$ cat src/rtl/pwm_quad_pkg.sv
package pwm_quad_pkg;
  localparam int ADDR_W = 12;
  localparam int DATA_W = 32;
  localparam int PRE_W  = 4;

  localparam logic [ADDR_W-1:0] OFS_ENABLE  = 12'h004;
  localparam logic [ADDR_W-1:0] OFS_DISABLE = 12'h008;
  localparam logic [ADDR_W-1:0] OFS_STATUS  = 12'h00C;
  localparam logic [ADDR_W-1:0] OFS_EVENT   = 12'h01C;

  localparam logic [4:0] BANK_MODE   = 5'h00;
  localparam logic [4:0] BANK_THRESH = 5'h04;
  localparam logic [4:0] BANK_PERIOD = 5'h08;
  localparam logic [4:0] BANK_UPD    = 5'h10;

  localparam int BANK_IDX_W  = 4;
  localparam int MODE_INV_BIT = 9;
  localparam int MODE_UPD_BIT = 10;

  typedef struct packed {
    logic             upd_period;
    logic             invert;
    logic [PRE_W-1:0] pre;
  } mode_t;
endpackage

$ cat src/rtl/pwm_tick_gen.sv
module pwm_tick_gen #(
  parameter int PRE_MAX = 10
) (
  input  logic             clk,
  input  logic             rst_n,
  output logic [PRE_MAX:0] tick_vec
);
  logic [PRE_MAX-1:0] div_q;

  always_ff @(posedge clk) begin
    if (!rst_n) div_q <= '0;
    else        div_q <= div_q + 1'b1;
  end

  for (genvar k = 0; k <= PRE_MAX; k++) begin : g_tick
    if (k == 0) begin : g_every
      assign tick_vec[k] = 1'b1;
    end else begin : g_div
      assign tick_vec[k] = &div_q[k-1:0];
    end
  end
endmodule

$ cat src/rtl/pwm_bus_decode.sv
module pwm_bus_decode
  import pwm_quad_pkg::*;
#(
  parameter int NUM_CH = 4
) (
  input  logic [ADDR_W-1:0]     addr,
  input  logic                  we,
  input  logic                  re,
  output logic                  en_wr,
  output logic                  dis_wr,
  output logic                  event_clr,
  output logic                  bank_hit,
  output logic [BANK_IDX_W-1:0] bank_idx,
  output logic [4:0]            bank_off,
  output logic [NUM_CH-1:0]     mode_wr,
  output logic [NUM_CH-1:0]     thresh_wr,
  output logic [NUM_CH-1:0]     period_wr,
  output logic [NUM_CH-1:0]     upd_wr
);
  localparam int BANK_TOP_W = ADDR_W - 9;

  assign en_wr     = we && (addr == OFS_ENABLE);
  assign dis_wr    = we && (addr == OFS_DISABLE);
  assign event_clr = re && (addr == OFS_EVENT);

  assign bank_idx = addr[8:5];
  assign bank_off = addr[4:0];
  assign bank_hit = (addr[ADDR_W-1:9] == BANK_TOP_W'(1)) &&
                    (int'(bank_idx) < NUM_CH);

  for (genvar i = 0; i < NUM_CH; i++) begin : g_strobe
    logic sel;
    assign sel          = we && bank_hit && (bank_idx == BANK_IDX_W'(i));
    assign mode_wr[i]   = sel && (bank_off == BANK_MODE);
    assign thresh_wr[i] = sel && (bank_off == BANK_THRESH);
    assign period_wr[i] = sel && (bank_off == BANK_PERIOD);
    assign upd_wr[i]    = sel && (bank_off == BANK_UPD);
  end
endmodule

$ cat src/rtl/pwm_chan.sv
module pwm_chan
  import pwm_quad_pkg::*;
#(
  parameter int CNT_W   = 16,
  parameter int PRE_MAX = 10
) (
  input  logic             clk,
  input  logic             rst_n,
  input  logic [PRE_MAX:0] tick_vec,
  input  logic             wr_mode,
  input  logic             wr_thresh,
  input  logic             wr_period,
  input  logic             wr_upd,
  input  mode_t            mode_in,
  input  logic [CNT_W-1:0] val_in,
  input  logic             en_set,
  input  logic             dis_set,
  input  logic             flag_clr,
  output mode_t            mode_q,
  output logic [CNT_W-1:0] thresh_q,
  output logic [CNT_W-1:0] period_q,
  output logic [CNT_W-1:0] cnt_q,
  output logic             en_q,
  output logic             flag_q,
  output logic             wrap_o,
  output logic             pwm_o
);
  localparam logic [PRE_W-1:0] PRE_CAP = PRE_W'(PRE_MAX);

  logic [CNT_W-1:0] upd_val_q;
  logic             upd_tgt_q;
  logic             upd_pend_q;
  logic             dis_pend_q;
  logic [PRE_W-1:0] pre_eff;
  logic             tick_sel;
  logic             at_last;

  assign pre_eff  = (mode_q.pre > PRE_CAP) ? PRE_CAP : mode_q.pre;
  assign tick_sel = tick_vec[pre_eff];
  assign at_last  = ({1'b0, cnt_q} + {{CNT_W{1'b0}}, 1'b1}) >= {1'b0, period_q};
  assign wrap_o   = en_q && tick_sel && at_last;
  assign pwm_o    = mode_q.invert ^ (en_q && (cnt_q >= thresh_q));

  always_ff @(posedge clk) begin
    if (!rst_n) begin
      mode_q     <= '0;
      thresh_q   <= '0;
      period_q   <= '0;
      cnt_q      <= '0;
      en_q       <= 1'b0;
      flag_q     <= 1'b0;
      upd_val_q  <= '0;
      upd_tgt_q  <= 1'b0;
      upd_pend_q <= 1'b0;
      dis_pend_q <= 1'b0;
    end else begin
      if (wr_mode) mode_q <= mode_in;

      // buffered update lands on the period boundary
      if (wrap_o && upd_pend_q) begin
        if (upd_tgt_q) period_q <= upd_val_q;
        else           thresh_q <= upd_val_q;
        upd_pend_q <= 1'b0;
      end
      if (wr_thresh) thresh_q <= val_in;
      if (wr_period) period_q <= val_in;
      if (wr_upd) begin
        upd_val_q  <= val_in;
        upd_tgt_q  <= mode_q.upd_period;
        upd_pend_q <= 1'b1;
      end

      if (en_q && tick_sel) cnt_q <= wrap_o ? '0 : cnt_q + CNT_W'(1);

      // stop request waits for the period end
      if (dis_set && en_q) dis_pend_q <= 1'b1;
      if (wrap_o && dis_pend_q) begin
        en_q       <= 1'b0;
        cnt_q      <= '0;
        dis_pend_q <= 1'b0;
      end
      if (en_set) begin
        en_q       <= 1'b1;
        dis_pend_q <= 1'b0;
        if (!en_q) cnt_q <= '0;
      end

      if (flag_clr) flag_q <= 1'b0;
      if (wrap_o)   flag_q <= 1'b1;
    end
  end
endmodule

$ cat src/rtl/pwm_quad_ctrl.sv
module pwm_quad_ctrl
  import pwm_quad_pkg::*;
#(
  parameter int NUM_CH  = 4,
  parameter int CNT_W   = 16,
  parameter int PRE_MAX = 10
) (
  input  logic              clk,
  input  logic              rst_n,
  input  logic [ADDR_W-1:0] bus_addr,
  input  logic [DATA_W-1:0] bus_wdata,
  input  logic              bus_we,
  input  logic              bus_re,
  output logic [DATA_W-1:0] bus_rdata,
  output logic [NUM_CH-1:0] pwm_out,
  output logic              irq
);
  logic [PRE_MAX:0]              tick_vec;
  logic                          en_wr, dis_wr, event_clr, bank_hit;
  logic [BANK_IDX_W-1:0]         bank_idx;
  logic [4:0]                    bank_off;
  logic [NUM_CH-1:0]             mode_wr, thresh_wr, period_wr, upd_wr;
  logic [NUM_CH-1:0]             ch_en, ch_flag, ch_wrap, ch_inv;
  logic [NUM_CH-1:0][CNT_W-1:0]  ch_cnt, ch_thresh, ch_period;
  mode_t [NUM_CH-1:0]            ch_mode;
  mode_t                         mode_in;

  assign mode_in.pre        = bus_wdata[PRE_W-1:0];
  assign mode_in.invert     = bus_wdata[MODE_INV_BIT];
  assign mode_in.upd_period = bus_wdata[MODE_UPD_BIT];

  pwm_tick_gen #(.PRE_MAX(PRE_MAX)) u_tick (
    .clk(clk), .rst_n(rst_n), .tick_vec(tick_vec)
  );

  pwm_bus_decode #(.NUM_CH(NUM_CH)) u_dec (
    .addr(bus_addr), .we(bus_we), .re(bus_re),
    .en_wr(en_wr), .dis_wr(dis_wr), .event_clr(event_clr),
    .bank_hit(bank_hit), .bank_idx(bank_idx), .bank_off(bank_off),
    .mode_wr(mode_wr), .thresh_wr(thresh_wr),
    .period_wr(period_wr), .upd_wr(upd_wr)
  );

  for (genvar i = 0; i < NUM_CH; i++) begin : g_ch
    pwm_chan #(.CNT_W(CNT_W), .PRE_MAX(PRE_MAX)) u_chan (
      .clk(clk), .rst_n(rst_n), .tick_vec(tick_vec),
      .wr_mode(mode_wr[i]), .wr_thresh(thresh_wr[i]),
      .wr_period(period_wr[i]), .wr_upd(upd_wr[i]),
      .mode_in(mode_in), .val_in(bus_wdata[CNT_W-1:0]),
      .en_set(en_wr && bus_wdata[i]),
      .dis_set(dis_wr && bus_wdata[i]),
      .flag_clr(event_clr),
      .mode_q(ch_mode[i]), .thresh_q(ch_thresh[i]), .period_q(ch_period[i]),
      .cnt_q(ch_cnt[i]), .en_q(ch_en[i]), .flag_q(ch_flag[i]),
      .wrap_o(ch_wrap[i]), .pwm_o(pwm_out[i])
    );
    assign ch_inv[i] = ch_mode[i].invert;
  end

  assign irq = |ch_flag;

  always_comb begin
    bus_rdata = '0;
    if (bus_re) begin
      if (bus_addr == OFS_STATUS) begin
        bus_rdata[NUM_CH-1:0] = ch_en;
      end else if (bus_addr == OFS_EVENT) begin
        bus_rdata[NUM_CH-1:0] = ch_flag;
      end else if (bank_hit) begin
        for (int i = 0; i < NUM_CH; i++) begin
          if (bank_idx == BANK_IDX_W'(i)) begin
            case (bank_off)
              BANK_MODE: begin
                bus_rdata[PRE_W-1:0]    = ch_mode[i].pre;
                bus_rdata[MODE_INV_BIT] = ch_mode[i].invert;
                bus_rdata[MODE_UPD_BIT] = ch_mode[i].upd_period;
              end
              BANK_THRESH: bus_rdata[CNT_W-1:0] = ch_thresh[i];
              BANK_PERIOD: bus_rdata[CNT_W-1:0] = ch_period[i];
              default:     bus_rdata = '0;
            endcase
          end
        end
      end
    end
  end
endmodule

$ cat config.mk
export PLATFORM = sky130hd
export DESIGN_NAME = pwm_quad_ctrl
export DESIGN_NICKNAME = d
export VERILOG_FILES = /design/src/rtl/pwm_quad_pkg.sv /design/src/rtl/pwm_tick_gen.sv /design/src/rtl/pwm_bus_decode.sv /design/src/rtl/pwm_chan.sv /design/src/rtl/pwm_quad_ctrl.sv
export SDC_FILE = /design/constraint.sdc
export NUM_CORES = 1
export LEC_CHECK = 0
export BUFFER_PORTS_ARGS = -buffer_cell sky130_fd_sc_hd__buf_2
export CAP_MARGIN = 20
export CORE_UTILIZATION = 35
export CTS_BUF_LIST = sky130_fd_sc_hd__clkbuf_8
export CTS_CLUSTER_DIAMETER = 100
export DETAILED_ROUTE_END_ITERATION = 12
export HOLD_SLACK_MARGIN = 0.03
export PLACE_DENSITY = 0.55
export SLEW_MARGIN = 20
export SYNTH_ARGS = -nofsm -noshare
export SYNTH_HDL_FRONTEND = slang
export SYNTH_SLANG_ARGS = --single-unit
$ cat constraint.sdc
create_clock -name clk -period 3.85 [get_ports clk]
set_input_delay 0 -clock clk [delete_from_list [all_inputs] [get_ports clk]]
set_output_delay 0 -clock clk [all_outputs]
set_load 0.02 [all_outputs]
Word-level counts from Yosys, hierarchy flattened --
Cells that the tools add are included.
Word-level totals: register bits 310, latch bits 0, memory bits (writable) 0, memory bits (read-only) 0, input bits 48, memories 0
Cells by class: add/subtract/negate cells 9, multipliers 0, divide/modulo/power cells 0, order comparisons 17, equal/unequal tests 15, shift operators 0, multiplexer cells 110, bitwise operators 5, reductions and logical operators 106
Operators with widths (number):
- $mux 16 | 48
- $mux 32 | 9
- $pmux 5 s3 | 6
- $add 16x1->17 const B | 4
- $ge 17x16->1 | 4
- $add 16x1->16 const B | 4
- $ge 16x16->1 | 4
- $logic_and 1x1->1 | 57
- $mux 28 | 2
- $pmux 4 s3 | 4
- $reduce_bool 2->1 | 24
- $mux 1 | 25
- $eq 12x4->1 const B | 2
- $mux 4 | 6
- $pmux 2 s3 | 4
- $lt 4x5->1 const B | 4
- $pmux 5 s2 | 2
- $reduce_and 2->1 | 9
- $bmux 1 s4 | 4
- $gt 4x4->1 const B | 4
- $reduce_or 3->1 | 5
- $eq 12x3->1 const B | 1
- $eq 12x5->1 const B | 1
- $add 10x1->10 const B | 1
- 21 further kinds | 28

Logic depth before layout (Yosys ltp) --
depth after elaboration 17, mapped depth 17

Cells and area by module --
From an unflattened synthesis, not the netlist that was laid out.
Second synthesis, totals: cells, all modules 2260, area, all modules 20185.6 µm²
Modules (own cells, without submodules):
- pwm_chan | times used 4, cells each 479, area an instance 4400.5 µm²
- pwm_quad_ctrl | times used 1, cells each 243, area an instance 1770.4 µm²
- pwm_tick_gen | times used 1, cells each 50, area an instance 456.7 µm²
- pwm_bus_decode | times used 1, cells each 51, area an instance 356.6 µm²

Least setup slack after synthesis --
OpenSTA, ideal clock, no wires.
path type reg-to-reg, start register g_ch[1].u_chan.cnt_q[0], end register g_ch[1].u_chan.period_q[10], setup time 133 ps, arrival 3607 ps, data required time 3717 ps, slack 110 ps, stages on the path, launching flop included 18, cell sequence dfxtp_1 ha_1 nand3_1 nor3_1 and3_1 clkbuf_1 nand3_1 xnor2_1 ha_1 nand3_1 or4_1 o21ai_1 a41o_1 buf_4 o2111ai_4 buf_4 mux2i_1 a21oi_1
Between the ends: word-level cells in the longest chain between the ends 6
Ends and longest elaborated chain:
- start, declared | line pwm_chan.sv:22 | output logic [CNT_W-1:0] cnt_q,
- start signal, assigned | line pwm_chan.sv:73 | if (en_q && tick_sel) cnt_q <= wrap_o ? '0 : cnt_q + CNT_W'(1);
- $add 16x1->17 | line pwm_chan.sv:40 | assign at_last = ({1'b0, cnt_q} + {{CNT_W{1'b0}}, 1'b1}) >= {1'b0, period_q};
- $ge 17x16->1 | line pwm_chan.sv:40
- $logic_and 1x1->1 | line pwm_chan.sv:41 | assign wrap_o = en_q && tick_sel && at_last;
- $logic_and 1x1->1 | line pwm_chan.sv:60 | if (wrap_o && upd_pend_q) begin
- $reduce_bool 2->1 (no line)
- $reduce_and 2->1 (no line)
- end signal, assigned | line pwm_chan.sv:61 | if (upd_tgt_q) period_q <= upd_val_q;
- end signal, assigned | line pwm_chan.sv:66 | if (wr_period) period_q <= val_in;
- end, declared | line pwm_chan.sv:21 | output logic [CNT_W-1:0] period_q,
Every way passes these cells. A chain may end at the register's enable or synchronous reset.

Worst setup path in the final report --
start register g_ch[3].u_chan.cnt_q[0], end register g_ch[3].u_chan.upd_pend_q
Between the ends: word-level cells in the longest chain between the ends 5
Ends and longest elaborated chain:
- start, declared | line pwm_chan.sv:22
- start signal, assigned | line pwm_chan.sv:73
- $add 16x1->17 | line pwm_chan.sv:40
- $ge 17x16->1 | line pwm_chan.sv:40
- $logic_and 1x1->1 | line pwm_chan.sv:41
- $logic_and 1x1->1 | line pwm_chan.sv:60
- $reduce_bool 2->1 (no line)
- end signal, assigned | line pwm_chan.sv:54 | upd_pend_q <= 1'b0;
- end signal, assigned | line pwm_chan.sv:63 | upd_pend_q <= 1'b0;
- end signal, assigned | line pwm_chan.sv:70 | upd_pend_q <= 1'b1;
- end, declared | line pwm_chan.sv:32 | logic upd_pend_q;
Every way passes these cells.

==> flow_summary_export.csv <==
group,metric,value,unit
clock_tree,clock-sinks,310,
die,row_count,85,
setup_path,crit_path_max_fanout,7,
timing,period_share,0.958,
cells_and_area,n_antenna_cell,0,
die,die_w,236,µm
cells_and_area,seq_area,6210,µm²
detailed_routing,vias,17400,
logic_synthesis,ys_warn_count,0,
logic_synthesis,synth_cell_type_count,83,
logic_synthesis,ys_ff_latch,310,
cells_and_area,multi_input_area,11800,µm²
hold_path,hp-class,"input port to flop",
clock_tree,htree_levels,2,
timing,rsz0062_at_grt,"no",
cells_and_area,nets,2628,
setup_path,cp-end-kind,"flop",
placed_design,hpwlAfterDp,45600,µm
logic_synthesis,synth_area,19200,µm²
power,cellPowerDensity,300,nW/µm²
setup_path,slowest_delay,0.41,ns
cells_and_area,syn_to_final_growth,13.3,%
detailed_routing,via_per_inst,5.47,
setup_path,start_kind,"flop",
detailed_routing,drc,0,
cells_and_area,num-fill-cells,5428,
timing,slew_violations,0,
clock_tree,cts_root_buf,"clkbuf_8",
grt,track_usage,0.226,
detailed_routing,routedWlPerCell,20.2,µm
die,core_area,54000,µm²
setup_path,path_cells,"ha_1, nand3_1, nor3_2, nand2_1, buf_4, nor2_1, xor2_1, ha_1, nand4_1, nor4_1, a21oi_1, o21ai_1, buf_4, nor2_1, buf_4, o21ai_0, a21boi_0",
clock_tree,clk_latency,0.66,ns
setup_path,rrSetupSlack,0.16,ns
timing,setup_slack,0.160,ns
setup_path,cpMostUsedCell,"buf_4",
detailed_routing,antenna_left,0,
power,total_power,6.54,mW
cells_and_area,drive_gt1_frac,0.108,
logic_synthesis,syn_avg_cell_area,8.11,µm²
power,cellLeakagePower,8.52,nW
grt,antenna_found_initial,0,
cells_and_area,fin_util,0.403,
grt,grt_pass1_vias,16600,
die,dieArea,55900,µm²
clock_tree,cts_buffers,55,
hold_path,worstHoldStart,"bus_addr[11]",
timing,tightest_slew,1.00,ns
clock_tree,cts_buffer_depth,3,
timing,finalSetupViolCount,0,
setup_path,r2r_cells,17,
clock_tree,cts_tree,"yes",
clock_tree,path_clk_slew,0.07,ns
placed_design,io_buffers,52,
setup_path,r2r_end,"g_ch[3].u_chan.upd_pend_q",
power,ir_drop,0.212,mV
setup_path,cp_slowest_cell,"dfxtp_1",
logic_synthesis,seq_area_frac_synth,0.323,
placed_design,placed_area,20400,µm²
hold_path,whs_endpoint,"g_ch[3].u_chan.dis_pend_q",
detailed_routing,drtPass1Iterations,5,
setup_path,cp.arrival,4.18,ns
grt,grt-ovfl-total,0,
timing,hold_violations,0,
timing,skew,0.0402,ns
outcome,status,"finished clean",
detailed_routing,routed_wl,64300,µm
grt,grt_pass1_wl,98500,µm
placed_design,gp_congestion,0.875,
placed_design,post-place-ws,0.140,ns
grt,grt_max_degree,134,
die,die_h,236,µm
timing,maxSlewHeadroom,0.330,
setup_path,path_class,"flop to flop",
timing,fin_setup_tns,0,ns
job,maxCapViolations,0,
setup_path,critPathBufInv,3,
setup_path,required,4.34,ns
timing,max_freq,271,MHz
setup_path,cp_top_family,"simple AND/OR/NAND/NOR gates",
die,pin_count,85,
logic_synthesis,synthArstFlopShare,0,
hold_path,hold_path_depth,5,
timing,period_needed,3.69,ns
logic_synthesis,syn_inst,2370,
logic_synthesis,ys.flop_type,"dfxtp_1",
detailed_routing,drt-initial-drc-count,1266,
cells_and_area,design_area,21800,µm²
die,start_util,0.356,
setup_path,reg2reg_from,"g_ch[3].u_chan.cnt_q[0]",
logic_synthesis,synth_edf_count,0,
## state kept, by name, summed over array words and instances (netlist names)
signal / count
g_ch.u_chan.cnt_q: 64
g_ch.u_chan.period_q: 64
g_ch.u_chan.thresh_q: 64
g_ch.u_chan.upd_val_q: 64
g_ch.u_chan.mode_q: 24
u_tick.div_q: 10
g_ch.u_chan.dis_pend_q: 4
g_ch.u_chan.en_q: 4
g_ch.u_chan.flag_q: 4
g_ch.u_chan.upd_pend_q: 4
g_ch.u_chan.upd_tgt_q: 4
## through the flow
stage | hold slack (ns) | instances
after global placement | 0.415 | 3056
after global routing | 0.160 | 3180
after detailed placement | 0.428 | 3056
final | 0.214 | 3180
after CTS | 0.107 | 3177
after floorplan | 0.150 | 2385
## worst max path at each step
stage	start	to	slack, ns	cells past startpoint
finish	g_ch[3].u_chan.cnt_q[0]	g_ch[3].u_chan.upd_pend_q	0.16	17
global route	g_ch[1].u_chan.cnt_q[1]	g_ch[1].u_chan.thresh_q[0]	0.003	14
CTS	g_ch[3].u_chan.cnt_q[0]	g_ch[3].u_chan.cnt_q[8]	0.11	16
detailed placement	g_ch[1].u_chan.cnt_q[1]	g_ch[1].u_chan.thresh_q[13]	0.14	15
global placement	g_ch[1].u_chan.cnt_q[1]	g_ch[1].u_chan.thresh_q[2]	0.21	15
floorplan	g_ch[1].u_chan.cnt_q[0]	g_ch[1].u_chan.period_q[10]	0.11	17
## cell usage after synthesis (11+ instances only)
| library cell | number | area share |
|---|---|---|
| dfxtp_1 | 310 | 0.32 |
| nand2_1 | 272 | 0.053 |
| a21oi_1 | 224 | 0.058 |
| o21ai_0 | 193 | 0.050 |
| mux2i_1 | 183 | 0.095 |
| inv_1 | 151 | 0.029 |
| ha_1 | 136 | 0.089 |
| clkbuf_1 | 117 | 0.023 |
| nor2_1 | 83 | 0.016 |
| a21boi_0 | 78 | 0.030 |
| nand3_1 | 63 | 0.016 |
| nor3_1 | 50 | 0.013 |
| a22oi_1 | 42 | 0.016 |
| nor2b_1 | 41 | 0.013 |
| xnor2_1 | 41 | 0.019 |
| buf_4 | 26 | 0.010 |
| o22ai_1 | 24 | 0.0078 |
| and3_1 | 23 | 0.0075 |
| nand2b_1 | 23 | 0.0075 |
| a21o_1 | 22 | 0.0086 |
| and2_1 | 22 | 0.0072 |
| xor2_1 | 22 | 0.010 |
| buf_2 | 18 | 0.0047 |
| nand4_1 | 14 | 0.0046 |
| a31oi_1 | 13 | 0.0042 |
| a221oi_1 | 12 | 0.0055 |
| nand3b_1 | 12 | 0.0047 |
| nor4_1 | 12 | 0.0039 |
| or3_1 | 11 | 0.0036 |
## worst reg2reg max path, cell delays in order (launching register included)
cell	delay [ns]
dfxtp_1	0.41
ha_1	0.27
nand3_1	0.15
nor3_2	0.29
nand2_1	0.11
buf_4	0.17
nor2_1	0.12
xor2_1	0.10
ha_1	0.30
nand4_1	0.15
nor4_1	0.28
a21oi_1	0.08
o21ai_1	0.31
buf_4	0.24
nor2_1	0.07
buf_4	0.19
o21ai_0	0.19
a21boi_0	0.10
## cell families after synthesis
group / count (synthesis) / synth area share
compound gates: 687 / 0.220
simple gates: 668 / 0.172
buf+inv: 319 / 0.0699
flops: 310 / 0.323
mux: 186 / 0.0977
fa+ha+maj: 136 / 0.0885
xor+xnor: 63 / 0.0287
other cells: 1 / 0.000195
## what timing repair did
| action | 4_1_cts | 5_1_grt |
|---|---|---|
| hold endpoints to repair | 242 | 0 |
| endpoints found under the setup margin | 0 | 83 |
| buffers inserted | 0 | 2 |
| hold buffers | 24 | 0 |
| resized for setup | 0 | 8 |
## metal layers
| metal | up-vias | part of all wire | track usage | routed length (µm) |
|---|---|---|---|---|
| li1 | 8508 | - | - | - |
| met1 | 8274 | 0.46 | 0.313 | 29500 |
| met2 | 527 | 0.45 | 0.357 | 28800 |
| met3 | 92 | 0.066 | 0.0377 | 4210 |
| met4 | 0 | 0.027 | 0.0699 | 1750 |
| met5 | - | 0 | 0 | 0 |
## report_power, final
group | switching, mW | internal [mW] | total [mW]
clock | 1.46 | 1.56 | 3.03
sequential | 0.00451 | 3.21 | 3.22
combinational | 0.211 | 0.0841 | 0.295
total | 1.68 | 4.86 | 6.54
## layout make-up
cell class | count | share of cell area
clock inverters | 30 | 0.00609
flip-flops and latches | 310 | 0.285
well taps | 696 | 0.0400
clock buffers | 67 | 0.0423
multi-input cells | 1756 | 0.540
repair buffers | 170 | 0.0605
inverters | 151 | 0.0260
## placed cells by master (no fill, tap or decap), types with 24 or more instances in the layout
master,instances
a21boi_0,78
a21oi_1,224
a22oi_1,42
buf_2,51
buf_4,86
clkbuf_8,67
dfxtp_1,310
dlygate4sd3_1,24
ha_1,136
inv_1,172
mux2i_1,183
nand2_1,272
nand3_1,63
nor2_1,81
nor2b_1,41
nor3_1,46
o21ai_0,193
o22ai_1,24
xnor2_1,41
Power figures use the tool's default switching activity.
